`src/rtl/qpt_pkg.sv`:
```
package qpt_pkg;

  localparam int unsigned SLOTS  = 4;
  localparam int unsigned SLOT_W = $clog2(SLOTS);
  localparam int unsigned SEL_W  = 2;

  typedef enum logic {
    PH_IDLE = 1'b0,
    PH_RUN  = 1'b1
  } phase_e;

  typedef logic [SLOT_W-1:0] slot_t;

  // select code shown during each quarter of the slow period
  function automatic logic [SEL_W-1:0] slot_code(input slot_t s);
    logic [SEL_W-1:0] c;
    case (s)
      2'd0:    c = 2'b10;
      2'd1:    c = 2'b11;
      2'd2:    c = 2'b01;
      default: c = 2'b00;
    endcase
    return c;
  endfunction

endpackage

```
`src/rtl/qpt_wrap_counter.sv`:
```
module qpt_wrap_counter #(
  parameter int unsigned W = 16
) (
  input  logic         clk_i,
  input  logic         rst_ni,
  input  logic         en_i,
  input  logic         clr_i,
  input  logic [W-1:0] mod_i,
  output logic [W-1:0] cnt_nxt_o
);

  logic [W-1:0] cnt_q;
  logic [W-1:0] cnt_d;

  always_comb begin
    if (clr_i) begin
      cnt_d = '0;
    end else if (cnt_q == mod_i) begin
      cnt_d = '0;
    end else begin
      cnt_d = cnt_q + 1'b1;
    end
  end

  always_ff @(posedge clk_i or negedge rst_ni) begin
    if (!rst_ni) begin
      cnt_q <= '0;
    end else if (en_i) begin
      cnt_q <= cnt_d;
    end
  end

  assign cnt_nxt_o = en_i ? cnt_d : cnt_q;

endmodule

```
`src/rtl/qpt_cmp_edge.sv`:
```
module qpt_cmp_edge #(
  parameter int unsigned W = 16
) (
  input  logic         clk_i,
  input  logic         rst_ni,
  input  logic         run_nxt_i,
  input  logic [W-1:0] cnt_nxt_i,
  input  logic [W-1:0] rise_at_i,
  input  logic [W-1:0] fall_at_i,
  output logic         q_o
);

  logic q_d;

  // one compare sets the output, the other clears it
  always_comb begin
    if (!run_nxt_i) begin
      q_d = 1'b0;
    end else if (cnt_nxt_i == rise_at_i) begin
      q_d = 1'b1;
    end else if (cnt_nxt_i == fall_at_i) begin
      q_d = 1'b0;
    end else begin
      q_d = q_o;
    end
  end

  always_ff @(posedge clk_i or negedge rst_ni) begin
    if (!rst_ni) begin
      q_o <= 1'b0;
    end else begin
      q_o <= q_d;
    end
  end

endmodule

```
`src/rtl/qpt_conv_gen.sv`:
```
module qpt_conv_gen
  import qpt_pkg::*;
#(
  parameter int unsigned W = 16
) (
  input  logic         clk_i,
  input  logic         rst_ni,
  input  logic         run_q_i,
  input  logic         run_nxt_i,
  input  logic [W-1:0] fcnt_nxt_i,
  input  logic [W-1:0] delay_i,
  output logic         conv_o,
  output slot_t        slot_o
);

  logic  conv_d;
  slot_t slot_d;
  logic  fwrap;

  // next fast count returns to zero only on a wrap once running
  assign fwrap = run_q_i && (fcnt_nxt_i == '0);

  always_comb begin
    conv_d = run_nxt_i && (fcnt_nxt_i == delay_i);
    if (!run_nxt_i) begin
      slot_d = '0;
    end else if (fwrap) begin
      slot_d = slot_o + 1'b1;
    end else begin
      slot_d = slot_o;
    end
  end

  always_ff @(posedge clk_i or negedge rst_ni) begin
    if (!rst_ni) begin
      conv_o <= 1'b0;
      slot_o <= '0;
    end else begin
      conv_o <= conv_d;
      slot_o <= slot_d;
    end
  end

endmodule

```
`src/rtl/quad_phase_timer.sv`:
```
module quad_phase_timer
  import qpt_pkg::*;
#(
  parameter int unsigned CNT_W = 16
) (
  input  logic             clk_i,
  input  logic             rst_ni,
  input  logic             go_i,
  input  logic [CNT_W-1:0] slow_mod_i,
  input  logic [CNT_W-1:0] fast_mod_i,
  input  logic [CNT_W-1:0] delay_i,
  output logic [1:0]       sel_o,
  output logic             conv_o,
  output logic [1:0]       slot_o
);

  localparam int unsigned PLEN_W = CNT_W + 1;
  localparam int unsigned NBITS  = SEL_W;

  // reset: asserted asynchronously, released through two flops
  logic [1:0] rst_sync_q;
  logic       rst_n;

  always_ff @(posedge clk_i or negedge rst_ni) begin
    if (!rst_ni) begin
      rst_sync_q <= 2'b00;
    end else begin
      rst_sync_q <= {rst_sync_q[0], 1'b1};
    end
  end
  assign rst_n = rst_sync_q[1];

  // run state
  phase_e run_q, run_d;
  logic   fire;
  logic   run_now, run_nxt;

  assign fire    = (run_q == PH_IDLE) && go_i;
  assign run_now = (run_q == PH_RUN);

  always_comb begin
    run_d = run_q;
    if (fire) begin
      run_d = PH_RUN;
    end
  end
  assign run_nxt = (run_d == PH_RUN);

  always_ff @(posedge clk_i or negedge rst_n) begin
    if (!rst_n) begin
      run_q <= PH_IDLE;
    end else begin
      run_q <= run_d;
    end
  end

  // configuration captured on the start edge
  logic [CNT_W-1:0] smod_q, fmod_q, dly_q, qlen_q;
  logic [CNT_W-1:0] qlen_in, qlen_eff, dly_eff;

  assign qlen_in  = CNT_W'(({1'b0, slow_mod_i} + PLEN_W'(1)) >> 2);
  assign qlen_eff = fire ? qlen_in : qlen_q;
  assign dly_eff  = fire ? delay_i : dly_q;

  always_ff @(posedge clk_i or negedge rst_n) begin
    if (!rst_n) begin
      smod_q <= '0;
      fmod_q <= '0;
      dly_q  <= '0;
      qlen_q <= '0;
    end else if (fire) begin
      smod_q <= slow_mod_i;
      fmod_q <= fast_mod_i;
      dly_q  <= delay_i;
      qlen_q <= qlen_in;
    end
  end

  // the two time bases
  logic [CNT_W-1:0] scnt_nxt, fcnt_nxt;

  qpt_wrap_counter #(.W(CNT_W)) u_slow_cnt (
    .clk_i     (clk_i),
    .rst_ni    (rst_n),
    .en_i      (run_nxt),
    .clr_i     (!run_now),
    .mod_i     (smod_q),
    .cnt_nxt_o (scnt_nxt)
  );

  qpt_wrap_counter #(.W(CNT_W)) u_fast_cnt (
    .clk_i     (clk_i),
    .rst_ni    (rst_n),
    .en_i      (run_nxt),
    .clr_i     (!run_now),
    .mod_i     (fmod_q),
    .cnt_nxt_o (fcnt_nxt)
  );

  // select bits: bit 1 spans quarters 0-1, bit 0 spans quarters 1-2
  logic [NBITS-1:0] sel_q;

  for (genvar i = 0; i < NBITS; i++) begin : g_sel
    logic [CNT_W-1:0] rise_at, fall_at;
    assign rise_at = qlen_eff * CNT_W'(i);
    assign fall_at = qlen_eff * CNT_W'(i + 2);

    qpt_cmp_edge #(.W(CNT_W)) u_edge (
      .clk_i     (clk_i),
      .rst_ni    (rst_n),
      .run_nxt_i (run_nxt),
      .cnt_nxt_i (scnt_nxt),
      .rise_at_i (rise_at),
      .fall_at_i (fall_at),
      .q_o       (sel_q[NBITS-1-i])
    );
  end

  slot_t slot_q;

  qpt_conv_gen #(.W(CNT_W)) u_conv (
    .clk_i      (clk_i),
    .rst_ni     (rst_n),
    .run_q_i    (run_now),
    .run_nxt_i  (run_nxt),
    .fcnt_nxt_i (fcnt_nxt),
    .delay_i    (dly_eff),
    .conv_o     (conv_o),
    .slot_o     (slot_q)
  );

  assign sel_o  = sel_q;
  assign slot_o = slot_q;

endmodule

```
`config.mk`:
```
export PLATFORM = sky130hd
export DESIGN_NAME = quad_phase_timer
export DESIGN_NICKNAME = d
export VERILOG_FILES = /design/src/rtl/qpt_pkg.sv /design/src/rtl/qpt_wrap_counter.sv /design/src/rtl/qpt_cmp_edge.sv /design/src/rtl/qpt_conv_gen.sv /design/src/rtl/quad_phase_timer.sv
export SDC_FILE = /design/constraint.sdc
export NUM_CORES = 1
export LEC_CHECK = 0
export ABC_AREA = 1
export CAP_MARGIN = 20
export CORE_ASPECT_RATIO = 0.5
export CORE_UTILIZATION = 65
export DETAILED_ROUTE_END_ITERATION = 10
export DONT_BUFFER_PORTS = 1
export PLACE_DENSITY = 0.78
export SYNTH_ARGS = -nofsm -noshare
export SYNTH_HDL_FRONTEND = slang
export SYNTH_SLANG_ARGS = --single-unit
```
`constraint.sdc`:
```
create_clock -name clk_i -period 3.8 [get_ports clk_i]
set_input_delay 0.76 -clock clk_i [delete_from_list [all_inputs] [get_ports clk_i]]
set_output_delay 0.76 -clock clk_i [all_outputs]
set_load 0.1 [all_outputs]
```
==> impl_metrics.env, run 1 <==
export IMPL_rsz0062_at_grt="false"
export IMPL_groute_usage_overall=0.341
export IMPL_synth_top_area_cell="dfrtp_1"
export IMPL_cts_tree="done"
export IMPL_power_mw=4.16
export IMPL_h_tree_depth=3
export IMPL_die_x_um=151
export IMPL_avgSynthCellArea_um2=6.95
export IMPL_vias=6672
export IMPL_whs_ns=0.0803
export IMPL_drt_iter0_drc=494
export IMPL_antenna_found_initial=1
export IMPL_synth_ff_type="dfrtp_1"
export IMPL_async_flop_share=1.00
export IMPL_path_depth=19
export IMPL_cp_buffers_inverters=3
export IMPL_fmax_ghz=0.296
export IMPL_first_pass_iters=6
export IMPL_grt_pass1_wl_um=30800
export IMPL_hold_viol_final=0
export IMPL_syn_inst=1037
export IMPL_status="completed"
export IMPL_die_y_um=76.5
export IMPL_cts_sinks=104
export IMPL_drive_gt1_frac=0.115
export IMPL_cp_end_kind="flip-flop"
export IMPL_synthesis_area_mm2=0.00721
export IMPL_cts_path_max_buffers=2
export IMPL_synth_most_common_cell="nand2_1"
export IMPL_tns_ns=0
export IMPL_ys_warn_count=0
export IMPL_slew_headroom=0.341
export IMPL_clock_skew_ns=0.0116
export IMPL_clk_latency_ns=0.36
export IMPL_path_delay_family="simple AND/OR/NAND/NOR gates"
export IMPL_p_leak_nw=3.98
export IMPL_cts_setup_buffers=0
export IMPL_gp_congestion=0.968
export IMPL_synthTopCellsByArea="dfrtp_1 (36%), nand2_1 (17%), inv_1 (5.9%)"
export IMPL_synth_common_cells="nand2_1 (328), inv_1 (114), dfrtp_1 (104)"
export IMPL_cts_hold_buf=0
export IMPL_grt_max_degree=72
export IMPL_dpl_hpwl_um=13900
export IMPL_totalWireLength_um=18200
export IMPL_pwr_density_cell_mw_per_mm2=538
export IMPL_post_cts_resized=0
export IMPL_gr_total_overflow=0
export IMPL_antenna_cells=0
export IMPL_initial_utilization=0.688
export IMPL_synth_edf_count=0
export IMPL_die_area_mm2=0.0115
export IMPL_core_region_area_mm2=0.0105
export IMPL_layout_nets=1104
export IMPL_period_share=0.890
export IMPL_slew_viol_final=0
export IMPL_drc_errors=0
export IMPL_ys_ff_latch=104
export IMPL_clk_pin_slew_ns=0.08
export IMPL_ir_drop_mv=0.275
export IMPL_ant_nets=0
export IMPL_cp_slowest_stage_delay_ns=0.56
export IMPL_crit_path_cell_trace="inv_2 > nand2_4 > nor2_1 > a221oi_1 > inv_1 > fa_1 > inv_1 > a21oi_1 > nand2_1 > nand2_1 > nor2_1 > nand2_1 > nand2_1 > xor2_1 > nand3_1 > nor2_1 > nand3_1 > nand4_1 > nand2_1"
export IMPL_critPathLaunchType="flip-flop"
export IMPL_post_drt_via_cell_ratio=5.62
export IMPL_critPathKind="reg2reg"
export IMPL_io_pins=56
export IMPL_maxCapViolCount=0
export IMPL_seq_area_frac_synth=0.361
export IMPL_ff2ff_path_depth=19
export IMPL_synth_distinct_cells=47
export IMPL_numCtsBuffers=9
export IMPL_fin_crit_ns=3.38
export IMPL_rows=26
export IMPL_arrival_ns=3.63
export IMPL_worst_pin_slew_ns=0.988
export IMPL_cts_root_buf="clkbuf_16"
export IMPL_place_port_buffers=0
export IMPL_cp_required_ns=4.04
export IMPL_wl_per_cell_um=15.3
export IMPL_syn_num_nets=1098
export IMPL_hold_class="in2async"
export IMPL_synth_top_area_frac=0.361
export IMPL_critPathMaxFanout=23
export IMPL_critPathSlowestCell="dfrtp_1"
export IMPL_setup_viol=0
export IMPL_first_global_vias=6592
export IMPL_cpMostUsedCell="nand2_1"
export IMPL_area_growth_pct=7.12
flip-flops by register name, indices dropped and copies added (netlist names):
register	cells
dly_q	16
fmod_q	16
qlen_q	16
smod_q	16
u_fast_cnt.cnt_q	16
u_slow_cnt.cnt_q	16
g_sel.u_edge.q_o	2
rst_sync_q	2
u_conv.slot_o	2
run_now	1
u_conv.conv_o	1
routing by layer:
layer / up-vias / global-route usage / wire length [um]
li1: 3286 / - / -
met1: 3101 / 0.431 / 7880
met2: 240 / 0.572 / 8450
met3: 45 / 0.0760 / 1350
met4: 0 / 0.119 / 537
met5: - / 0 / 0
where the power goes:
part | internal, mW | switching, mW
clock network | 0.547 | 0.474
registers | 1.30 | 0.284
logic | 0.584 | 0.966
path summary, 6_finish.rpt:
check | from | end | slack (ns)
max | run_now | g_sel[1].u_edge.q_o | 0.42
min | rst_ni | rst_sync_q[1] | 0.08
max reg2reg | run_now | g_sel[1].u_edge.q_o | 0.42
min reg2reg | rst_sync_q[0] | rst_sync_q[1] | 0.37
max in group asynchronous | rst_sync_q[1] | g_sel[1].u_edge.q_o | 2.52
min in group clk_i | rst_sync_q[0] | rst_sync_q[1] | 0.37
metrics by stage:
stage,cells,instance area (um2),worst slack [ns],utilization
3_5_place_dp,1172,7390,0.191,0.706
5_1_grt,1188,7720,0.0325,0.737
2_1_floorplan,1037,7210,0.441,-
3_3_place_gp,1172,7390,0.238,0.706
6_report,1188,7720,0.416,0.737
4_1_cts,1188,7720,0.435,0.737
worst register-to-register path, cell delays in order, from the launching register on:
cell	delay [ns]
dfrtp_1	0.56
inv_2	0.12
nand2_4	0.22
nor2_1	0.10
a221oi_1	0.30
inv_1	0.18
fa_1	0.46
inv_1	0.08
a21oi_1	0.07
nand2_1	0.07
nand2_1	0.11
nor2_1	0.12
nand2_1	0.06
nand2_1	0.13
xor2_1	0.16
nand3_1	0.08
nor2_1	0.18
nand3_1	0.11
nand4_1	0.08
nand2_1	0.06
layout make-up:
class | instances | area [um2]
clock buffers | 10 | 239
clock inverters | 6 | 85.1
fillers | 869 | 2750
inverters | 129 | 485
multi-input cells | 782 | 4000
flip-flops and latches | 104 | 2610
well taps | 140 | 175
repair buffers | 17 | 128
cell usage in the layout (no fill, tap or decap), types with 6 or more instances in the layout:
cell | netlist | layout
dfrtp_1 | 104 | 103
inv_2 | 14 | 14
xor2_1 | 48 | 48
o22ai_1 | 6 | 6
or2_2 | 24 | 24
nand2_1 | 328 | 328
nand4_1 | 29 | 29
nor2_1 | 100 | 100
ha_1 | 9 | 9
xnor2_1 | 22 | 22
nor2_4 | 6 | 6
buf_4 | 4 | 17
nand3_1 | 76 | 76
nand2_2 | 15 | 15
o21ai_2 | 10 | 10
a21oi_1 | 17 | 17
o21ai_0 | 38 | 38
inv_1 | 114 | 114
clkbuf_16 | 0 | 9
nor3_1 | 14 | 14
logic make-up after synthesis:
| logic type | synth area share |
|---|---|
| flops | 0.361 |
| compound gates | 0.0734 |
| xor+xnor | 0.0850 |
| buf+inv | 0.0843 |
| simple gates | 0.377 |
| fa+ha+maj | 0.0184 |
| other cells | 0.000520 |
Power figures use the tool's default switching activity.
==> run 2, diff against run 1 <==
Settings changed: CORE_ASPECT_RATIO 0.5 to 0.8.
==> run 2 against run 1 <==
Critical endpoint unchanged; critical path depth grew 3; first-iteration DRC count up 21%; worst setup slack worse by 0.098 ns; combinational power barely moved.
==> impl_metrics.env, run 2 (synthesis gave the netlist of run 1 again) <==
export IMPL_post_drt_via_cell_ratio=5.56
export IMPL_clk_pin_slew_ns=0.08
export IMPL_worst_slack_ns=0.318
export IMPL_critPathLaunchType="input pin"
export IMPL_groute_usage_overall=0.334
export IMPL_clock_skew_ns=0.0116
export IMPL_pwr_density_cell_mw_per_mm2=534
export IMPL_first_pass_iters=6
export IMPL_wl_per_cell_um=15.0
export IMPL_initial_utilization=0.685
export IMPL_cts_root_buf="clkbuf_16"
export IMPL_grt_pass1_wl_um=29800
export IMPL_critPathMaxFanout=5
export IMPL_ff2ff_path_depth=18
export IMPL_status="completed"
export IMPL_r2r_slack_ns=0.62
export IMPL_numCtsBuffers=9
export IMPL_worst_pin_slew_ns=1.04
export IMPL_critPathSlowestCell="ha_1"
export IMPL_gr_total_overflow=0
export IMPL_cts_sinks=104
export IMPL_critPathKind="in2reg"
export IMPL_drc_errors=0
export IMPL_die_y_um=96.2
export IMPL_antenna_cells=0
export IMPL_gp_congestion=0.957
export IMPL_cp_slowest_stage_delay_ns=0.38
export IMPL_vias=6592
export IMPL_io_pins=56
export IMPL_first_global_vias=6029
export IMPL_maxCapViolCount=0
export IMPL_h_tree_depth=3
export IMPL_period_share=0.916
export IMPL_dp_slack_ns=0.0573
export IMPL_hold_class="in2async"
export IMPL_crit_path_cell_trace="nand2_1 > nor2_1 > nand2_1 > nor3_1 > nand3_1 > nor2_1 > nand2_1 > o21ai_1 > inv_1 > ha_1 > a21oi_1 > inv_1 > a21oi_1 > nor2_1 > nor2_1 > nand4_1 > nand2_1 > nand2_1 > nor2_1 > nand3_1 > nand4_1 > nand2_1"
export IMPL_cp_required_ns=4.04
export IMPL_arrival_ns=3.73
export IMPL_timing_rr_end="g_sel[1].u_edge.q_o"
export IMPL_multiInputGateArea_mm2=0.00400
export IMPL_ir_drop_mv=0.305
export IMPL_cts_setup_buffers=0
export IMPL_drt_iter0_drc=597
export IMPL_rsz0062_at_grt="false"
export IMPL_setup_viol=0
export IMPL_place_port_buffers=0
export IMPL_totalWireLength_um=17800
export IMPL_r2r_start="run_now"
export IMPL_slew_headroom=0.308
export IMPL_rows=33
export IMPL_post_cts_resized=0
export IMPL_dpl_hpwl_um=13500
export IMPL_ant_nets=0
export IMPL_fillerInstances=883
export IMPL_clk_latency_ns=0.35
export IMPL_cpMostUsedCell="nand2_1"
export IMPL_cts_tree="done"
export IMPL_mostFrequentLayoutCell="nand2_1"
export IMPL_drive_gt1_frac=0.112
export IMPL_grt_max_degree=44
export IMPL_die_x_um=120
export IMPL_fmax_ghz=0.287
export IMPL_layout_nets=1101
export IMPL_hold_viol_final=0
export IMPL_seq_area_mm2=0.00261
export IMPL_fin_crit_ns=3.48
export IMPL_final_cell_mix="nand2_1 (328), inv_1 (114), dfrtp_1 (103)"
export IMPL_tns_ns=0
export IMPL_die_area_mm2=0.0115
export IMPL_area_growth_pct=6.53
export IMPL_cp_end_kind="flip-flop"
export IMPL_cts_path_max_buffers=2
export IMPL_core_region_area_mm2=0.0105
export IMPL_antenna_found_initial=0
export IMPL_p_leak_nw=3.96
export IMPL_cts_hold_buf=0
export IMPL_slew_viol_final=0
[run 2: cell count changes in the layout (fill, tap and decap cells not counted), sizes merged]
cell | before | now
buf | 17 | 14
clkbuf | 10 | 9
clkinvlp | 1 | 0
inv | 131 | 133
[run 2: worst max path at each step]
stage                  startpoint                  end  slack (ns)  cells after the start
CTS                 slow_mod_i[0]  g_sel[1].u_edge.q_o        0.40                     22
floorplan           slow_mod_i[0]  g_sel[1].u_edge.q_o        0.44                     23
global placement    slow_mod_i[0]  g_sel[1].u_edge.q_o        0.18                     22
global route        slow_mod_i[0]  g_sel[1].u_edge.q_o        0.01                     22
finish              slow_mod_i[0]  g_sel[1].u_edge.q_o        0.32                     22
detailed placement  slow_mod_i[0]  g_sel[1].u_edge.q_o        0.06                     22
[run 2: cell type report]
cell class              count  area share
clock inverters             7      0.0109
multi-input cells         782       0.521
flip-flops and latches    104       0.339
inverters                 129      0.0632
repair buffers             14      0.0137
clock buffers               9      0.0293
well taps                 140      0.0228
[run 2: report_power, final]
group,internal [mW],switching [mW]
logic,0.578,0.962
registers,1.30,0.276
clock network,0.527,0.460
[run 2: routing by layer]
metal  share of wire  routed length [um]  vias to the layer above  global-route usage
met3           0.093                1660                       20              0.0711
met2            0.42                7440                      261               0.499
met4           0.010                 184                        0              0.0750
li1                -                   -                     3294                   -
met5               0                   0                        -                   0
met1            0.48                8540                     3017               0.495
[run 2: critical path: cells and delay by family]
family	cells	cell delay (ns)
AOI/OAI and AO/OA	3	0.48
adders and majority gates	1	0.38
buffers and inverters	2	0.23
and+or+nand+nor	16	1.87
[run 2: stage by stage]
stage	util	cells	cell area [um2]	hold WS, ns	total power [mW]
after CTS	0.729	1185	7680	0.0864	4.09
final	0.729	1185	7680	0.0903	4.10
after global placement	0.700	1169	7370	0.220	3.06
after detailed placement	0.700	1169	7370	0.221	3.09
after global routing	0.729	1185	7680	0.0772	4.37
after floorplan	-	1037	7210	0.331	2.77
